--- src/rtl/tft_pkg.sv ---
// Shared command codes and the sequencer mode type for the transparent
// transmitter. Assumes byte-wide commands.
package tft_pkg;
    localparam logic [7:0] CMD_RESET = 8'h01;
    localparam logic [7:0] CMD_ONCE  = 8'h08;
    localparam logic [7:0] CMD_LOOP  = 8'h2A;

    typedef enum logic [1:0] {
        MODE_IDLE = 2'd0,
        MODE_ONCE = 2'd1,
        MODE_LOOP = 2'd2
    } tx_mode_e;
endpackage

--- src/rtl/tft_store.sv ---
// Byte store written in order from slot 0 upward and read at any slot.
// Assumes the caller has already gated push (busy, full, start). A clear
// empties the store and wins over a push in the same cycle. Slot contents
// are not reset; only the fill level is.
module tft_store #(
    parameter int W     = 8,
    parameter int DEPTH = 32,
    localparam int AW   = $clog2(DEPTH),
    localparam int CW   = $clog2(DEPTH + 1)
) (
    input  logic          clk,
    input  logic          rst_n,
    input  logic          clear,
    input  logic          push,
    input  logic [W-1:0]  din,
    input  logic [AW-1:0] rd_addr,
    output logic [W-1:0]  dout,
    output logic [CW-1:0] fill,
    output logic          full
);
    logic [W-1:0]     slot [DEPTH];
    logic [DEPTH-1:0] slot_we;

    // one write enable per slot: the slot that matches the fill level
    for (genvar g = 0; g < DEPTH; g++) begin : g_we
        assign slot_we[g] = push && (fill == CW'(g));
    end

    // slot storage update
    always_ff @(posedge clk) begin
        for (int i = 0; i < DEPTH; i++) begin
            if (slot_we[i]) slot[i] <= din;
        end
    end

    // fill level tracking
    always_ff @(posedge clk) begin
        if (!rst_n)     fill <= '0;
        else if (clear) fill <= '0;
        else if (push)  fill <= fill + CW'(1);
    end

    assign full = (fill == CW'(DEPTH));
    assign dout = slot[rd_addr];
endmodule

--- src/rtl/tft_cmd.sv ---
// Command decoder. Turns a command strobe into reset and start pulses.
// A start is accepted only while idle and with data stored. Other codes
// are dropped.
module tft_cmd #(
    parameter int CW = 6
) (
    input  logic          cmd_valid,
    input  logic [7:0]    cmd_data,
    input  logic          busy,
    input  logic [CW-1:0] fill,
    output logic          do_reset,
    output logic          start_once,
    output logic          start_loop
);
    import tft_pkg::*;

    logic can_start;

    // decode the command byte against the current state
    always_comb begin
        can_start  = !busy && (fill != '0);
        do_reset   = cmd_valid && (cmd_data == CMD_RESET);
        start_once = cmd_valid && (cmd_data == CMD_ONCE) && can_start;
        start_loop = cmd_valid && (cmd_data == CMD_LOOP) && can_start;
    end
endmodule

--- src/rtl/tft_seq.sv ---
// Transmit sequencer and shifter. Walks the store slot by slot and bit by
// bit, LSB first, advancing only on bit_en. Assumes the store is frozen
// while a transmission runs. Drives ones on the line when idle.
module tft_seq #(
    parameter int W     = 8,
    parameter int DEPTH = 32,
    localparam int AW   = $clog2(DEPTH),
    localparam int CW   = $clog2(DEPTH + 1),
    localparam int BW   = $clog2(W)
) (
    input  logic          clk,
    input  logic          rst_n,
    input  logic          bit_en,
    input  logic          do_reset,
    input  logic          start_once,
    input  logic          start_loop,
    input  logic [W-1:0]  rd_data,
    input  logic [CW-1:0] fill,
    output logic [AW-1:0] rd_addr,
    output logic          pass_clear,
    output logic          busy,
    output logic          tx_out,
    output logic          done_evt
);
    import tft_pkg::*;

    tx_mode_e      mode;
    logic [BW-1:0] bit_idx;
    logic [AW-1:0] rd_ptr;
    logic          last_bit;
    logic          last_slot;

    // end-of-byte and end-of-image detection
    always_comb begin
        last_bit   = (bit_idx == BW'(W - 1));
        last_slot  = ({1'b0, rd_ptr} == (fill - CW'(1)));
        pass_clear = (mode == MODE_ONCE) && bit_en && last_bit && last_slot && !do_reset;
    end

    // mode, pointers, line and event register
    always_ff @(posedge clk) begin
        if (!rst_n) begin
            mode     <= MODE_IDLE;
            rd_ptr   <= '0;
            bit_idx  <= '0;
            tx_out   <= 1'b1;
            done_evt <= 1'b0;
        end else begin
            done_evt <= 1'b0;
            if (do_reset) begin
                mode    <= MODE_IDLE;
                rd_ptr  <= '0;
                bit_idx <= '0;
                tx_out  <= 1'b1;
            end else if (mode != MODE_IDLE) begin
                if (bit_en) begin
                    tx_out  <= rd_data[bit_idx];
                    bit_idx <= bit_idx + BW'(1);
                    if (last_bit) begin
                        if (!last_slot) begin
                            rd_ptr <= rd_ptr + AW'(1);
                        end else begin
                            rd_ptr <= '0;
                            if (mode == MODE_ONCE) begin
                                mode     <= MODE_IDLE;
                                done_evt <= 1'b1;
                            end
                        end
                    end
                end
            end else begin
                if (bit_en) tx_out <= 1'b1;
                rd_ptr  <= '0;
                bit_idx <= '0;
                if (start_once)      mode <= MODE_ONCE;
                else if (start_loop) mode <= MODE_LOOP;
            end
        end
    end

    assign busy    = (mode != MODE_IDLE);
    assign rd_addr = rd_ptr;
endmodule

--- src/rtl/tft_tx.sv ---
// Top of the transparent transmitter: store, command decoder and sequencer.
// Assumes a single clock domain and that bit_en is synchronous to clk.
module tft_tx #(
    parameter int W     = 8,
    parameter int DEPTH = 32,
    localparam int AW   = $clog2(DEPTH),
    localparam int CW   = $clog2(DEPTH + 1)
) (
    input  logic         clk,
    input  logic         rst_n,
    input  logic         wr_en,
    input  logic [W-1:0] wr_data,
    input  logic         cmd_valid,
    input  logic [7:0]   cmd_data,
    input  logic         bit_en,
    output logic         tx_out,
    output logic         busy,
    output logic         done_evt
);
    logic          do_reset;
    logic          start_once;
    logic          start_loop;
    logic          pass_clear;
    logic          push;
    logic          full;
    logic [CW-1:0] fill;
    logic [AW-1:0] rd_addr;
    logic [W-1:0]  rd_data;

    // write gate: refused while sending, when full, or racing a command
    assign push = wr_en && !busy && !full && !start_once && !start_loop && !do_reset;

    tft_cmd #(.CW(CW)) u_cmd (
        .cmd_valid  (cmd_valid),
        .cmd_data   (cmd_data),
        .busy       (busy),
        .fill       (fill),
        .do_reset   (do_reset),
        .start_once (start_once),
        .start_loop (start_loop)
    );

    tft_store #(.W(W), .DEPTH(DEPTH)) u_store (
        .clk     (clk),
        .rst_n   (rst_n),
        .clear   (do_reset || pass_clear),
        .push    (push),
        .din     (wr_data),
        .rd_addr (rd_addr),
        .dout    (rd_data),
        .fill    (fill),
        .full    (full)
    );

    tft_seq #(.W(W), .DEPTH(DEPTH)) u_seq (
        .clk        (clk),
        .rst_n      (rst_n),
        .bit_en     (bit_en),
        .do_reset   (do_reset),
        .start_once (start_once),
        .start_loop (start_loop),
        .rd_data    (rd_data),
        .fill       (fill),
        .rd_addr    (rd_addr),
        .pass_clear (pass_clear),
        .busy       (busy),
        .tx_out     (tx_out),
        .done_evt   (done_evt)
    );
endmodule

--- config.mk ---
export PLATFORM = sky130hd
export DESIGN_NAME = tft_tx
export DESIGN_NICKNAME = d
export VERILOG_FILES = /design/src/rtl/tft_pkg.sv /design/src/rtl/tft_store.sv /design/src/rtl/tft_cmd.sv /design/src/rtl/tft_seq.sv /design/src/rtl/tft_tx.sv
export SDC_FILE = /design/constraint.sdc
export NUM_CORES = 1
export LEC_CHECK = 0
export CAP_MARGIN = 20
export CORE_MARGIN = 1
export CORE_UTILIZATION = 60
export CTS_BUF_LIST = sky130_fd_sc_hd__clkbuf_4 sky130_fd_sc_hd__clkbuf_8
export DETAILED_ROUTE_END_ITERATION = 6
export DONT_BUFFER_PORTS = 1
export PLACE_DENSITY = 0.76
export RECOVER_POWER = 50
export SETUP_SLACK_MARGIN = 0.02
export SYNTH_ARGS = -nofsm -noshare
export SYNTH_HDL_FRONTEND = slang
export SYNTH_SLANG_ARGS = --single-unit
--- constraint.sdc ---
create_clock -name clk -period 6.2 [get_ports clk]
set_input_delay 0.62 -clock clk [delete_from_list [all_inputs] [get_ports clk]]
set_output_delay 0.62 -clock clk [all_outputs]
set_load 0.01 [all_outputs]
Word-level counts from Yosys, hierarchy flattened
Memories as Yosys holds them, arrays and structs flattened. A register that Yosys moved wholly into a read port is not among the register bits. Cells that the tools add are included.

Bits in registers: 18. Memory bits (writable): 256. Input bits: 21. Output and inout bits: 3. Word-level logic and storage cells: 326. Memories: 1.

$add $sub $neg: 4. Magnitude comparators: 1. Eq/ne operators: 42. Multiplexer cells: 173. Bitwise logic cells: 5. Reduce and logical (&&, ||, !) cells: 94.

Memory list: u_store.slot (words 32, width 8, read ports 1, clocked after Yosys merged registers in 1, wr ports 1, RTL line tft_store.sv:21) `logic [W-1:0] slot [DEPTH];`.

Operators with widths (count): $mux W8 (31); $reduce_or A8 Y1 (31); $mux W5 (34); $mux W1 (100); $eq A6 B5 Y1 const B (16); $eq A6 B4 Y1 const B (8); $logic_and A1 B1 Y1 (47); $eq A6 B3 Y1 const B (4); $mux W2 (7); $eq A6 B2 Y1 const B (2); $eq A8 B1 Y1 const B (1); $eq A8 B4 Y1 const B (1); $eq A8 B6 Y1 const B (1); $add A6 B1 Y6 const B (1); $eq A5 B6 Y1 (1); $eq A6 B1 Y1 const B (1); $eq A6 B6 Y1 const B (1); $logic_not A6 Y1 (1); $ne A2 B1 Y1 const B (3); $reduce_bool A6 Y1 (1); $reduce_or A6 Y1 (1); $sub A6 B1 Y6 const B (1); $add A5 B1 Y5 const B (1); $logic_not A1 Y1 (5); 14 further kinds (19).

Depth between registers and ports, before layout
Depth in word-level cells: 43. Depth in mapped cells: 12. Depth with buffers taken out: 9.

By module
A second synthesis with hierarchy kept.

Cells, all modules: 551. Area, all modules: 11203.2 µm².

Modules (own cells, without submodules): tft_store (times used 1, cells an instance 445, area each 10258.6 µm², sequential area each 7807.5 µm²); tft_seq (times used 1, cells an instance 92, area each 824.5 µm², sequential area each 240.2 µm²); tft_cmd (times used 1, cells an instance 11, area each 93.8 µm², sequential area each 0.0 µm²); tft_tx (times used 1, cells an instance 3, area each 26.3 µm², sequential area each 0.0 µm²).

Least setup slack after synthesis
No wires, ideal clock.

Kind: register -> register. From: register u_store.fill[0]. To: memory u_store.slot[20][0] (enable). Setup time: 370 ps. Arrival time: 2189 ps. Data required time: 5830 ps. Slack: 3640 ps. Cell stages (with the launch flop): 10. Buffers on the path: 1. Clock period less this slack: 2560 ps. Cells stage by stage: dfxtp_1 inv_1 ha_1 a311oi_1 and3_1 o21ai_1 and2_1 buf_2 nand3b_1 nor2_1.

Elaborated cells between the ends (all ways): 233. Those cells by class: eq/ne: 32; mux: 126; reduce/logical: 75.

RTL lines: start: declaration (RTL line tft_store.sv:18) `output logic [CW-1:0] fill,`; start signal: assignment (RTL line tft_store.sv:40) `else if (push) fill <= fill + CW'(1);`; $reduce_bool A6 Y1 (RTL line tft_cmd.sv:21) `can_start = !busy && (fill != '0);`; $logic_and A1 B1 Y1 (RTL line tft_cmd.sv:21); $logic_and A1 B1 Y1 (RTL line tft_cmd.sv:23) `start_once = cmd_valid && (cmd_data == CMD_ONCE) && can_start;`; $logic_not A1 Y1 (RTL line tft_tx.sv:31) `assign push = wr_en && !busy && !full && !start_once && !start_loop && !do_reset;`; $logic_and A1 B1 Y1 (3 in a row) (RTL line tft_tx.sv:31); $logic_and A1 B1 Y1 (*) (RTL line tft_store.sv:26) `assign slot_we[g] = push && (fill == CW'(g));`; via u_store.slot_we[20] (RTL line tft_store.sv:22) `logic [DEPTH-1:0] slot_we;`; $mux W1 (*) (RTL line tft_store.sv:32) `if (slot_we[i]) slot[i] <= din;`; $mux W1 (implied by the code) (*) (RTL line tft_store.sv:32); $reduce_or A8 Y1 (no source line); $mux W5 (no source line) / $mux W1 (equally long branches) (12 in a row); end: declaration (RTL line tft_store.sv:21).

Mark *: on every way through the listed nets, which the timed path passes. The rest lies on a longest branch.

Worst setup path in the final report
From: register u_store.fill[0]. To: memory u_store.slot[24][5] (enable).

Elaborated cells between the ends (all ways): 233. Those cells by class: eq/ne: 32; mux: 126; reduce/logical: 75.

RTL lines (RTL line): $reduce_bool A6 Y1 (tft_cmd.sv:21); $logic_and A1 B1 Y1 (tft_cmd.sv:21); $logic_and A1 B1 Y1 (tft_cmd.sv:23); $logic_not A1 Y1 (tft_tx.sv:31); $logic_and A1 B1 Y1 (3 in a row) (tft_tx.sv:31); $logic_and A1 B1 Y1 (*) (tft_store.sv:26); via u_store.slot_we[24] (tft_store.sv:22); $mux W1 (*) (tft_store.sv:32); $mux W1 (implied by the code) (*) (tft_store.sv:32); $reduce_or A8 Y1 (no source line); $mux W5 (no source line) / $mux W1 (equally long branches) (8 in a row).

Marked as above.

==> impl_summary.md <==
Worst setup path
The critical path is of the reg2reg type. The internal reg-to-reg setup slack is 2.86 ns. In this run the critical register-to-register path is launched from u_store.fill[0]. The endpoint identified for the worst register-to-register timing path is u_store.slot[24][5]. Of all nets on the critical path, the largest fanout is 10. Walking the worst path, the cells encountered are inv_1, ha_1, a311oi_1, and3_1, o21ai_1, and2_1, nand3b_1, nor2_1. Counting cells, the worst reg-to-reg path comes to 8. Grouping stages by cell kind, the critical path spends the most delay in simple AND/OR/NAND/NOR gates. The number of buffer and inverter stages on the critical path is 1.

The delay of the slowest cell on the worst path is 0.76 ns. STA puts the critical path data arrival time at 3.51 ns. STA classifies the critical path endpoint as a flip-flop. The library cell contributing the largest single delay on the critical path is sky130_fd_sc_hd__nor2_1. The required time at the worst-slack endpoint is 6.36 ns.

The startpoint kind of the worst setup timing path is a flip-flop.

Cells and area
Fill cells in the final layout number 1,248. The fraction of final layout cells with drive strength greater than 1 is 17.66%. Summing all multi-input logic gate instances after layout gives 3005 um2.

From synthesis to final layout, the design area changed by 7.972%. The final instance count without filler cells is 925. Cells fill 66.04% of the core in the end. The sequential standard cell area is 8155 um2. After routing the design area is 12,350 um2. The final layout net count is 687. The antenna diode instance count is 0.

Clock network
After clock tree synthesis, the repair step resized 0 gates. The H-tree was split into 2 levels. Counting along the longest clock path gives a buffer depth of 3. In this run, CTS created clock tree buffers numbering 42. After clock tree synthesis, the flow added hold-fix buffers numbering 0. After clock tree synthesis, the setup repair step added 0 buffers. The clock-pin slew of the registers on the worst-case setup and hold paths is 0.07 ns. The TritonCTS clock tree is done. The later-pin clock latency in the skew report is 0.55 ns. The total number of clock tree sinks is 279. Clock tree synthesis selected as its root buffer the cell sky130_fd_sc_hd__clkbuf_8.

Run
The tool flagged a number of max-cap violations equal to 0.

Global routing
The via count of the first global-routing pass is 6,023. The number of antenna violations at the first check in global routing was 0. For this run, the total global-route usage over all layers was measured as 25.80%.

After global routing the overflow that remains totals 0. The pin count of the biggest net entering global routing is 45. The first global-routing pass estimated 36,370 um of wire.

Floorplanning
Once the floorplan was initialized, standard cells occupied 61.16% of the core. The width of the die is 140.1 um. 24 I/O pins were placed. The height of the die is 140.1 um. The floorplan die area is 19,620 um2. The floorplan core area is 18,710 um2. The initialized floorplan defines 50 standard-cell rows.

Detailed routing
The number of optimization iterations in the first detailed-route pass is 5. The routed wire length is 24,000 um. The wire length per cell is 25.94 um. The number of antenna-violating nets in the routed design is 0.

The detail-routed via count per cell is 6.570. The violation count after the first detailed-route iteration is 695. The total DRC errors in the routed layout is 0. The vias after detailed routing is 6,077.

Timing
The hold violation count in the final report is 0. Headroom to the max-slew limit came out at 31.79%. Setup repair after global routing left no endpoint under its margin. The minimum clock period is 3.342 ns. For this run, the top clock speed supported by timing is 0.2992 GHz.

The number of pins exceeding their max-slew limit in the final report is 0. Setup total negative slack on the finished layout was measured at 0 ns. The worst path uses 53.91% of the clock period. The number of endpoints failing setup at the final stage is 0. The slew at the pin closest to its max-slew limit is 1.019 ns. Clock skew on the completed layout was measured at 0.01930 ns.

Power
The analysis attributes to cell leakage a power of 3.824 nW. The power density normalized to cell area is 289.8 nW/um2. The internal power of the cells totals 0.002879 W. The clock network accounts for 40.5% of the total power. The worst-case IR drop observed on VDD is 0.2973 mV.

The share of total power in combinational logic is 1.6%. The power consumption is 0.003580 W. In this run switching power makes up 19.58% of total power.

For this design the total switching power over the nets is 0.0007010 W. The sequential share of power is 57.8%.

Outcome
The flow ran to the end, and the final reports show no timing, DRC or antenna violations.

Worst hold path
In this run the worst hold path is classified as in2reg. The worst hold path terminates at u_store.slot[5][5]. The cell depth of the worst min-delay path is 0. The startpoint of the tightest hold check path is wr_data[5].

Placement
At the end of routability-driven placement, the weighted congestion stood at 0.8848. The total placed instance area is 11,520 um2. Detailed placement ended at an HPWL of 15,220 um.

The number of placed instances, taps included is 848. The number of port buffers is 0.

Logic synthesis
The area of the mapped netlist is 11,440 um2. The number of flops mapped to enable cells by yosys is 256. The most used flip-flop cell after synthesis is sky130_fd_sc_hd__edfxtp_1. Each instance of the synthesized netlist takes up on average 17.82 um2. The flip-flop and latch count after synthesis is 279. The cell count after synthesis is 642. The number of distinct library cell variants in the gate-level netlist after synthesis is 56.

The Yosys warning count is 0. For this run, the register share of the synthesized area comes to 71.22%. The net count after synthesis is 671.

After synthesis, the share of flip-flops with an asynchronous set or reset is 0%.
-- worst reg2reg max path, delay by kind of cell (launching register included) --
| kind | cells | cell delay, ns |
|---|---|---|
| AOI/OAI and AO/OA | 2 | 0.45 |
| adders and majority gates | 1 | 0.24 |
| buffers and inverters | 1 | 0.17 |
| DFF | 1 | 0.38 |
| and+or+nand+nor | 4 | 1.71 |
-- how the worst max path moves through the flow --
stage | from | endpoint | cells after the start
after floorplan | u_store.fill[0] | u_store.slot[20][0] | 9
after global placement | flip-flop | u_seq.tx_out | 8
after detailed placement | flip-flop | u_seq.tx_out | 8
after CTS | flip-flop | u_seq.tx_out | 8
after global routing | u_store.fill[0] | u_store.slot[26][1] | 8
final | u_store.fill[0] | u_store.slot[24][5] | 8
-- registers in the layout, summed over array words and instances (netlist names), named ones only --
name            flops
u_store.slot      256
u_seq.done_evt      1
u_seq.mode          2
u_seq.rd_addr       5
u_seq.bit_idx       3
u_store.fill        6
u_seq.tx_out        1
-- per-layer routing --
layer	GRT usage (%)	up-vias	wire length [um]
met4	10.35	0	826
met5	0	-	0
li1	-	2598	-
met2	40.61	328	11600
met1	35.66	3092	9486
met3	5.607	59	2082
-- cell families (layout without fill, tap and decap cells) --
family | after synthesis | in the layout | synth area share, %
buffers and inverters | 42 | 91 | 2.515
flip-flops | 279 | 279 | 71.22
adder cells (fa/ha/maj) | 8 | 8 | 0.8749
AO/OA/AOI/OAI | 45 | 45 | 2.745
multiplexers | 86 | 86 | 14.34
XOR/XNOR | 18 | 18 | 1.378
AND/OR/NAND/NOR | 164 | 164 | 6.934
-- cell usage after synthesis, drive strengths merged, types with 3 or more instances --
library cell	n	area, um2
edfxtp	256	7687
nor2	62	235.2
mux4	58	1359
nand2	31	116.4
mux2i	27	270.3
buf	26	224.0
dfxtp	23	460.4
nand4	12	75.07
xnor2	11	96.34
nand3	10	50.05
nor3	10	50.05
inv	9	33.78
a21oi	8	40.04
ha	8	100.1
clkbuf	7	30.03
nor2b	7	43.79
xor2	7	61.31
nand2b	6	37.54
a31oi	5	31.28
nor4	5	31.28
a211oi	4	30.03
o21ai	4	20.02
o22ai	4	25.02
a311oi	3	26.28
and2	3	18.77
and3	3	18.77
nor3b	3	22.52
-- metrics by stage --
stage | setup WS, ns | hold slack, ns
3_5_place_dp | 2.884 | 0.4763
6_report | 2.858 | 0.1737
5_1_grt | 2.644 | 0.1373
3_3_place_gp | 2.820 | 0.4706
2_1_floorplan | 3.640 | 0.4495
4_1_cts | 2.875 | 0.1492
-- area by class of cell --
| cell class | instances | area share, % |
|---|---|---|
| flip-flops and latches | 279 | 66.02 |
| clock inverters | 15 | 0.5064 |
| inverters | 9 | 0.2735 |
| clock buffers | 62 | 6.199 |
| well taps | 234 | 2.370 |
| multi-input cells | 321 | 24.33 |
| repair buffers | 5 | 0.3039 |
-- power by group through the flow --
stage          Sequential [W]  Combinational (W)  Clock, W
6_report              0.00207          0.0000583   0.00145
4_1_cts               0.00207          0.0000577   0.00147
5_1_grt               0.00207          0.0000632   0.00155
3_3_place_gp          0.00211          0.0000569         0
3_5_place_dp          0.00211          0.0000574         0
2_1_floorplan         0.00211          0.0000452         0
-- cells in the final DEF (no fill, tap or decap), types with 6 or more instances in the layout --
cell	synthesis	layout
sky130_fd_sc_hd__nor2b_1	7	7
sky130_fd_sc_hd__ha_1	8	8
sky130_fd_sc_hd__xnor2_1	11	11
sky130_fd_sc_hd__mux2i_1	27	27
sky130_fd_sc_hd__a21oi_1	8	8
sky130_fd_sc_hd__clkbuf_4	1	14
sky130_fd_sc_hd__nor2_1	61	61
sky130_fd_sc_hd__clkbuf_8	0	48
sky130_fd_sc_hd__xor2_1	7	7
sky130_fd_sc_hd__dfxtp_1	23	21
sky130_fd_sc_hd__edfxtp_1	256	256
sky130_fd_sc_hd__nand2b_1	6	6
sky130_fd_sc_hd__nand2_1	31	31
sky130_fd_sc_hd__clkinv_1	0	10
sky130_fd_sc_hd__mux4_1	14	14
sky130_fd_sc_hd__nand4_1	12	12
sky130_fd_sc_hd__nand3_1	10	10
sky130_fd_sc_hd__mux4_2	44	44
sky130_fd_sc_hd__nor3_1	10	10
sky130_fd_sc_hd__inv_1	9	9
Power figures use the tool's default switching activity.
